### src/rtl/bsr_pkg.sv
package bsr_pkg;

    typedef enum logic [1:0] {
        OP_HOLD  = 2'd0,
        OP_LOAD  = 2'd1,
        OP_SHIFT = 2'd2
    } cap_op_e;

    typedef struct packed {
        logic data;
    } cap_state_t;

    typedef struct packed {
        logic data;
    } upd_state_t;

    function automatic cap_op_e decode_op(input logic clk_en, input logic sel);
        if (!clk_en)
            return OP_HOLD;
        else if (sel)
            return OP_SHIFT;
        else
            return OP_LOAD;
    endfunction

endpackage

### src/rtl/bsr_capture_stage.sv
module bsr_capture_stage
    import bsr_pkg::*;
(
    input  logic    tck,
    input  logic    rst_n,
    input  cap_op_e op,
    input  logic    par_in,
    input  logic    ser_in,
    output logic    cap_out
);

    cap_state_t cap_d, cap_q;

    always_comb begin
        cap_d = cap_q;
        unique case (op)
            OP_LOAD:  cap_d.data = par_in;
            OP_SHIFT: cap_d.data = ser_in;
            default:  cap_d      = cap_q;
        endcase
    end

    always_ff @(posedge tck or negedge rst_n) begin
        if (!rst_n)
            cap_q <= '0;
        else
            cap_q <= cap_d;
    end

    assign cap_out = cap_q.data;

endmodule

### src/rtl/bsr_update_stage.sv
module bsr_update_stage
    import bsr_pkg::*;
(
    input  logic tck,
    input  logic rst_n,
    input  logic upd_en,
    input  logic cap_in,
    output logic upd_out
);

    upd_state_t upd_d, upd_q;

    always_comb begin
        upd_d = upd_q;
        if (upd_en)
            upd_d.data = cap_in;
    end

    // Falling edge: the update lands half a cycle after the last shift edge.
    always_ff @(negedge tck or negedge rst_n) begin
        if (!rst_n)
            upd_q <= '0;
        else
            upd_q <= upd_d;
    end

    assign upd_out = upd_q.data;

endmodule

### src/rtl/bsr_cell.sv
module bsr_cell
    import bsr_pkg::*;
(
    input  logic    tck,
    input  logic    rst_n,
    input  cap_op_e op,
    input  logic    upd_en,
    input  logic    test_mode,
    input  logic    par_in,
    input  logic    ser_in,
    output logic    ser_out,
    output logic    upd_val,
    output logic    par_out
);

    logic cap_val;

    bsr_capture_stage i_cap (
        .tck     (tck),
        .rst_n   (rst_n),
        .op      (op),
        .par_in  (par_in),
        .ser_in  (ser_in),
        .cap_out (cap_val)
    );

    bsr_update_stage i_upd (
        .tck     (tck),
        .rst_n   (rst_n),
        .upd_en  (upd_en),
        .cap_in  (cap_val),
        .upd_out (upd_val)
    );

    // Output multiplexer is steered only by test_mode, never by the shift path.
    always_comb begin
        par_out = test_mode ? upd_val : par_in;
    end

    assign ser_out = cap_val;

endmodule

### src/rtl/bsr_chain.sv
module bsr_chain
    import bsr_pkg::*;
#(
    parameter int unsigned CELLS = 8
) (
    input  logic             tck,
    input  logic             rst_n,
    input  logic             scan_sel,
    input  logic             scan_clk_en,
    input  logic             upd_en,
    input  logic             test_mode,
    input  logic             ser_in,
    output logic             ser_out,
    input  logic [CELLS-1:0] pin_in,
    output logic [CELLS-1:0] core_out
);

    localparam int unsigned LINKS = CELLS + 1;

    cap_op_e          op;
    logic [CELLS-1:0] cap_vec;
    logic [CELLS-1:0] upd_vec;
    logic [LINKS-1:0] link;

    assign op   = decode_op(scan_clk_en, scan_sel);
    assign link = {ser_in, cap_vec};

    for (genvar g = 0; g < CELLS; g++) begin : g_cell
        bsr_cell i_cell (
            .tck       (tck),
            .rst_n     (rst_n),
            .op        (op),
            .upd_en    (upd_en),
            .test_mode (test_mode),
            .par_in    (pin_in[g]),
            .ser_in    (link[g+1]),
            .ser_out   (cap_vec[g]),
            .upd_val   (upd_vec[g]),
            .par_out   (core_out[g])
        );
    end

    assign ser_out = link[0];

endmodule

### config.mk
export PLATFORM = sky130hd
export DESIGN_NAME = bsr_chain
export DESIGN_NICKNAME = d
export VERILOG_FILES = /design/src/rtl/bsr_pkg.sv /design/src/rtl/bsr_capture_stage.sv /design/src/rtl/bsr_update_stage.sv /design/src/rtl/bsr_cell.sv /design/src/rtl/bsr_chain.sv
export SDC_FILE = /design/constraint.sdc
export NUM_CORES = 1
export LEC_CHECK = 0
export BUFFER_PORTS_ARGS = -buffer_cell sky130_fd_sc_hd__buf_2
export CORE_MARGIN = 3
export CORE_UTILIZATION = 32
export CTS_BUF_LIST = sky130_fd_sc_hd__clkbuf_8
export CTS_CLUSTER_DIAMETER = 60
export CTS_CLUSTER_SIZE = 25
export DETAILED_ROUTE_END_ITERATION = 12
export GPL_ROUTABILITY_DRIVEN = 1
export PLACE_DENSITY = 0.56
export SLEW_MARGIN = 5
export SYNTH_ARGS = -nofsm -noshare
export SYNTH_HDL_FRONTEND = slang
export SYNTH_HIERARCHICAL = 1
export SYNTH_SLANG_ARGS = --single-unit
export TNS_END_PERCENT = 20
### constraint.sdc
create_clock -name tck -period 1.4 [get_ports tck]
set_clock_uncertainty 0.1 [all_clocks]
set_input_delay 0.28 -clock tck [delete_from_list [all_inputs] [get_ports tck]]
set_output_delay 0.28 -clock tck [all_outputs]
set_load 0.01 [all_outputs]
* Yosys cells after proc, flatten, opt, wreduce, memory -nomap -nowiden
Cells that the tools add are included.
Operators by class: eq/ne operators 2, muxes and demuxes 18, reduce and logical (&&, ||, !) cells 1
Operator list (number):
- 1-bit one-hot mux with 2 select lines | 8
- 1-bit 2-to-1 mux | 8
- 2-bit 2-to-1 mux | 2
- 2-bit by 1-bit == test with 1-bit output (second input constant) | 1
- 2-bit == test (second input constant) | 1
- 2-bit nonzero test | 1
Storage, ports and cells: bits in registers 16, output and inout port bits 9, word-level logic and storage cells 37

* Longest topological paths before layout
Gate-level depths: netlist (run 1).
depth in word-level cells 4, depth in mapped cells 5, depth with buffers taken out 5

* Modules after synthesis
The synthesis (run 1) kept the hierarchy.
Modules (own cells, without submodules):
- bsr_capture_stage | times used 8, cells an instance 6, area an instance 60.1 µm², sequential area each 25.0 µm²
- bsr_update_stage | times used 8, cells an instance 2, area an instance 40.0 µm², sequential area each 25.0 µm²
- bsr_cell | times used 8, cells an instance 1, area an instance 15.0 µm², sequential area each 0.0 µm²
- bsr_chain | times used 1, cells an instance 2, area an instance 16.3 µm², sequential area each 0.0 µm²

==> results_dict.tcl, run 1 <==
set metrics [dict create \
    violations "negative setup slack" \
    critPathKind "reg2out" \
    clk_latency_ns 0.24 \
    synth_edf_count 0 \
    drt_iter0_markers 3 \
    pin_count 24 \
    final_nets 145 \
    grt.overflow.total 0 \
    seq_area_frac_synth 0.427 \
    path_buf_inv 1 \
    cts_root_buf "clkbuf_8" \
    whs_ns 0.0133 \
    status "finished, violations left" \
    fillers 230 \
    instances_no_fill 150 \
    yosysMostFrequentCell "mux2_4" \
    startpoint_type "flip-flop" \
    drv_cap 0 \
    vias_per_cell 4.53 \
    die_h_um 60.1 \
    async_reset_ff_frac 1.00 \
    final_area_um2 1360 \
    detail-route-antenna-nets 0 \
    grt_max_degree 11 \
    cts_buffers 3 \
    rsz0062_at_grt "true" \
    yosys.area.top_type_share 0.256 \
    cts.sinks 16 \
    syn_avg_cell_area_um2 12.7 \
    netlist_instances 74 \
    rows 18 \
    setup_viol 16 \
    wire_per_inst_um 12.6 \
    slew_headroom 0.786 \
    crit_path_cell_trace "mux2_4 > buf_6" \
    antenna_cells 0 \
    syn_nets 97 \
    tritoncts "built" \
    place_inst 142 \
    coreArea_um2 2640 \
    utilization 0.516 \
    maxSlewViolCount 0 \
    areaGrowthSynthToFinish_pct 45.0 \
    cp_data_required_time_ns 1.02 \
    cp.arrival_ns 1.69 \
    vdd_drop_max_mv 0.628 \
    dr.pass1.iters 3 \
    powerDensity_nw_per_um2 1140 \
    p_leak_uw 0.000710 \
    vias 680 \
    io_buffer_count 23 \
    synth_flop_cell "dfrtp_1" \
    postPlaceCellArea_um2 1230 \
    grt_pass1_vias 780 \
    ys_warn_count 6 \
    tightest_slew_ns 0.320 \
    wirelength_um 1890 \
    start_util 0.356 \
    hold_viol_final 0 \
    endpoint_kind "output port" \
    slowest_delay_ns 0.35 \
    cts.htree.levels 1 \
    grt_pass1_wl_um 3390 \
    cp_top_family "flip-flops" \
    cts.clk_slew.worst_paths_ns 0.06 \
    synth_seq_cells 16 \
    ys_types 10 \
    drive_gt1_frac 0.525 \
    clk_path_buf_depth 2 \
    setup_ws_ns -0.674 \
    antenna_found_initial 0 \
    hold_class "in2async" \
    crit_fanout 2 \
    drcViolationCount 0 \
    dp_hpwl_um 1380 \
    track_usage 0.130 \
    die_x_um 60.1 \
    die_area_um2 3610 \
    synth_top_area_cell "mux2_4" \
    place_congestion 0.670 \
    critPathSlowestCell "dfrtn_1" \
    yosys-top-cells-area "mux2_4 (26%), dfrtn_1 (21%), dfrtp_1 (21%), ha_1 (11%), mux2i_1 (8.5%)" \
    synthesis.area_um2 937 \
]
==> per-layer routing <==
layer | vias up | part of all wire | global-route usage | wire length [um]
li1 | 350 | - | - | -
met1 | 311 | 0.46 | 0.167 | 866
met2 | 17 | 0.49 | 0.207 | 925
met3 | 2 | 0.047 | 0.0302 | 89
met4 | 0 | 0.0042 | 0.0570 | 8
met5 | - | 0 | 0 | 0
==> where the power goes <==
group          total, uW  leakage (uW)  internal (uW)  switching [uW]
registers            622      0.000198            569            53.7
logic                598      0.000491            400             198
clock network        327     0.0000216            190             137
total               1550      0.000710           1160             389
==> final timing paths <==
path	start	to	slack [ns]	depth (start not counted)
hold / removal	rst_n	g_cell[6].i_cell/i_cap/cap_out	0.01	2
hold reg to reg	g_cell[7].i_cell/i_upd/upd_out	g_cell[7].i_cell/i_upd/upd_out	0.36	1
min in group tck	ser_in	g_cell[7].i_cell/i_cap/cap_out	0.22	3
max in group asynchronous	rst_n	g_cell[3].i_cell/i_cap/cap_out	0.40	2
setup reg to reg	g_cell[7].i_cell/i_cap/cap_out	g_cell[7].i_cell/i_upd/upd_out	-0.18	1
setup / recovery	g_cell[1].i_cell/i_upd/upd_out	core_out[1]	-0.67	2
==> sequential cells by signal, indices dropped and copies added, names as in the netlist <==
signal,cells
g_cell.i_cell/i_cap/cap_out,8
g_cell.i_cell/i_upd/upd_out,8
==> per-stage QoR <==
stage               worst slack (ns)  power, uW  TNS (ns)
floorplan                     -0.266        886     -3.56
global placement              -0.398       1120     -6.23
detailed placement            -0.400       1130     -6.28
CTS                           -0.676       1550     -6.72
global route                  -0.700       1660     -7.07
finish                        -0.674       1550     -6.64
==> kinds of logic (layout without fill, tap and decap cells) <==
kind of cell / Yosys count / count (layout) / synth area share
AND/OR/NAND/NOR: 10 / 10 / 0.0494
multiplexers: 24 / 24 / 0.342
flip-flops: 16 / 16 / 0.427
adder cells (fa/ha/maj): 8 / 8 / 0.107
AO/OA/AOI/OAI: 8 / 8 / 0.0427
buffers and inverters: 8 / 54 / 0.0320
==> cell type report <==
class	count	area, um^2	area share
clock buffers	3	41.3	0.0304
inverters	8	30.0	0.0221
multi-input cells	50	507	0.373
flip-flops and latches	16	400	0.295
well taps	30	37.5	0.0276
repair buffers	43	343	0.252
==> repair_timing <==
action / 4_1_cts / 5_1_grt
gates cloned: 0 / 0
setup buffers: 2 / 2
endpoints found under the hold margin: 6 / 0
endpoints found under the setup margin: 16 / 16
resized for setup: 8 / 0
pin swaps: 0 / 0
hold buffers: 1 / 0
==> layout by cell type (no fill, tap or decap) <==
cell / netlist / layout
dfrtp_1: 8 / 8
and2_2: 1 / 1
mux2_4: 16 / 16
o21ai_1: 8 / 8
inv_1: 8 / 8
buf_2: 0 / 15
ha_1: 8 / 8
buf_12: 0 / 2
nand2_1: 8 / 8
buf_4: 0 / 17
clkbuf_8: 0 / 3
dfrtn_1: 8 / 8
dlygate4sd3_1: 0 / 1
buf_6: 0 / 8
mux2i_1: 8 / 8
and2b_2: 1 / 1
No activity file was read; power rests on OpenSTA's default activity.
==> inputs of run 2 (changes only) <==
--- a/config.mk
+++ b/config.mk
@@ -14,6 +14,8 @@
 export DETAILED_ROUTE_END_ITERATION = 12
 export GPL_ROUTABILITY_DRIVEN = 1
 export PLACE_DENSITY = 0.56
+export REMOVE_ABC_BUFFERS = 1
+export SETUP_SLACK_MARGIN = 0.2
 export SLEW_MARGIN = 5
 export SYNTH_ARGS = -nofsm -noshare
 export SYNTH_HDL_FRONTEND = slang
==> results_dict.tcl, run 2 (same netlist as run 1, synthesis figures left out) <==
set metrics [dict create \
    rsz0062_at_grt "true" \
    start_util 0.356 \
    endpoint_kind "output port" \
    grt_pass1_wl_um 3410 \
    final_nets 145 \
    tightest_slew_ns 0.320 \
    dp_hpwl_um 1380 \
    drv_cap 0 \
    r2r_start "g_cell[7].i_cell/i_cap/cap_out" \
    place_ws_ns -0.400 \
    r2r_setup_slack_ns -0.18 \
    p_seq_frac 0.399 \
    slew_headroom 0.786 \
    cts.clk_slew.worst_paths_ns 0.06 \
    cp.arrival_ns 1.69 \
    rr_worst_depth 1 \
    antenna_cells 0 \
    swShare 0.251 \
    p_leak_uw 0.000712 \
    grt.overflow.total 0 \
    setup_ws_ns -0.673 \
    status "finished, violations left" \
    place_congestion 0.670 \
    place_inst 142 \
    vias 680 \
    tritoncts "built" \
    antenna_found_initial 0 \
    cp_data_required_time_ns 1.02 \
    vdd_drop_max_mv 0.636 \
    clkPwrFrac 0.210 \
    p_total_uw 1560 \
    detail-route-antenna-nets 0 \
    p_comb_frac 0.391 \
    drcViolationCount 0 \
    cts_buffers 3 \
    rows 18 \
    clk_latency_ns 0.24 \
    vias_per_cell 4.53 \
    grt_max_degree 11 \
    r2r_end "g_cell[7].i_cell/i_upd/upd_out" \
    p_int_uw 1170 \
    utilization 0.523 \
    finalSetupTns_ns -6.63 \
    cts_root_buf "clkbuf_8" \
    power.switching_uw 391 \
    hold_class "in2async" \
    drt_iter0_markers 6 \
    drive_gt1_frac 0.533 \
    wire_per_inst_um 12.7 \
    die_h_um 60.1 \
    crit_fanout 2 \
    pin_count 24 \
    io_buffer_count 23 \
    cts.htree.levels 1 \
    cts.sinks 16 \
    layout_common_cells "buf_4 (17), mux2_4 (16), buf_2 (14)" \
    wirelength_um 1910 \
    startpoint_type "flip-flop" \
    maxSlewViolCount 0 \
    track_usage 0.131 \
    clk_path_buf_depth 2 \
    hold_viol_final 0 \
    die_area_um2 3610 \
    violations "negative setup slack" \
    coreArea_um2 2640 \
    grt_pass1_vias 786 \
    setup_viol 16 \
    areaGrowthSynthToFinish_pct 47.1 \
    die_x_um 60.1 \
    final_common_cell "buf_4" \
    instances_no_fill 150 \
    dr.pass1.iters 4 \
    powerDensity_nw_per_um2 1130 \
    fillers 228 \
    critPathKind "reg2out" \
]
run 2: cell count changes in the layout (fill, tap and decap cells not counted):
| cell | previous run | this run |
|---|---|---|
| and2b_2 | 1 | 0 |
| and2b_4 | 0 | 1 |
| buf_2 | 15 | 14 |
| buf_6 | 8 | 9 |
| ha_1 | 8 | 7 |
| ha_4 | 0 | 1 |
run 2: power groups by stage:
stage,Clock [uW],Combinational [uW],Sequential (uW)
after global routing,369,670,635
final,327,610,622
after CTS,346,594,622
after global placement,0,496,626
after detailed placement,0,503,630
after floorplan,0,259,627
run 2: worst max-delay path: stages, from the launching register on:
cell and delay, ns:
dfrtn_1 0.35, mux2_4 0.27, buf_6 0.12
run 2: what timing repair did:
action | CTS | global route
setup buffers | 2 | 2
hold buffers | 1 | 0
endpoints found under the setup margin | 17 | 24
cloned | 0 | 0
pin swaps | 0 | 1
hold endpoints to repair | 6 | 0
resized for setup | 9 | 2
run 2: metal layers:
layer,global-route usage,vias to the layer above,share of wire
li1,-,350,-
met3,0.0302,2,0.046
met4,0.0570,0,0.0042
met5,0,-,0
met2,0.207,15,0.49
met1,0.168,313,0.46
run 2: area by class of cell:
type / instances / area, um^2 / area share
inverters: 8 / 30.0 / 0.0218
clock buffers: 3 / 41.3 / 0.0299
repair buffers: 43 / 349 / 0.253
multi-input cells: 50 / 520 / 0.377
well taps: 30 / 37.5 / 0.0272
flip-flops and latches: 16 / 400 / 0.290
run 2: worst max path at each step:
stage / start / endpoint / slack [ns]
final: g_cell[1].i_cell/i_upd/upd_out / core_out[1] / -0.67
after global placement: g_cell[5].i_cell/i_upd/upd_out / core_out[5] / -0.40
after global routing: g_cell[1].i_cell/i_upd/upd_out / core_out[1] / -0.70
after CTS: g_cell[5].i_cell/i_upd/upd_out / core_out[5] / -0.68
after detailed placement: g_cell[5].i_cell/i_upd/upd_out / core_out[5] / -0.40
after floorplan: g_cell[0].i_cell/i_upd/upd_out / core_out[0] / -0.27
run 2: metrics by stage:
| stage | cell area [um^2] | hold WS, ns |
|---|---|---|
| 6_report | 1380 | 0.0131 |
| 5_1_grt | 1380 | 0.0503 |
| 4_1_cts | 1350 | 0.0263 |
| 3_5_place_dp | 1230 | 0.104 |
| 3_3_place_gp | 1230 | 0.109 |
| 2_1_floorplan | 937 | -0.116 |
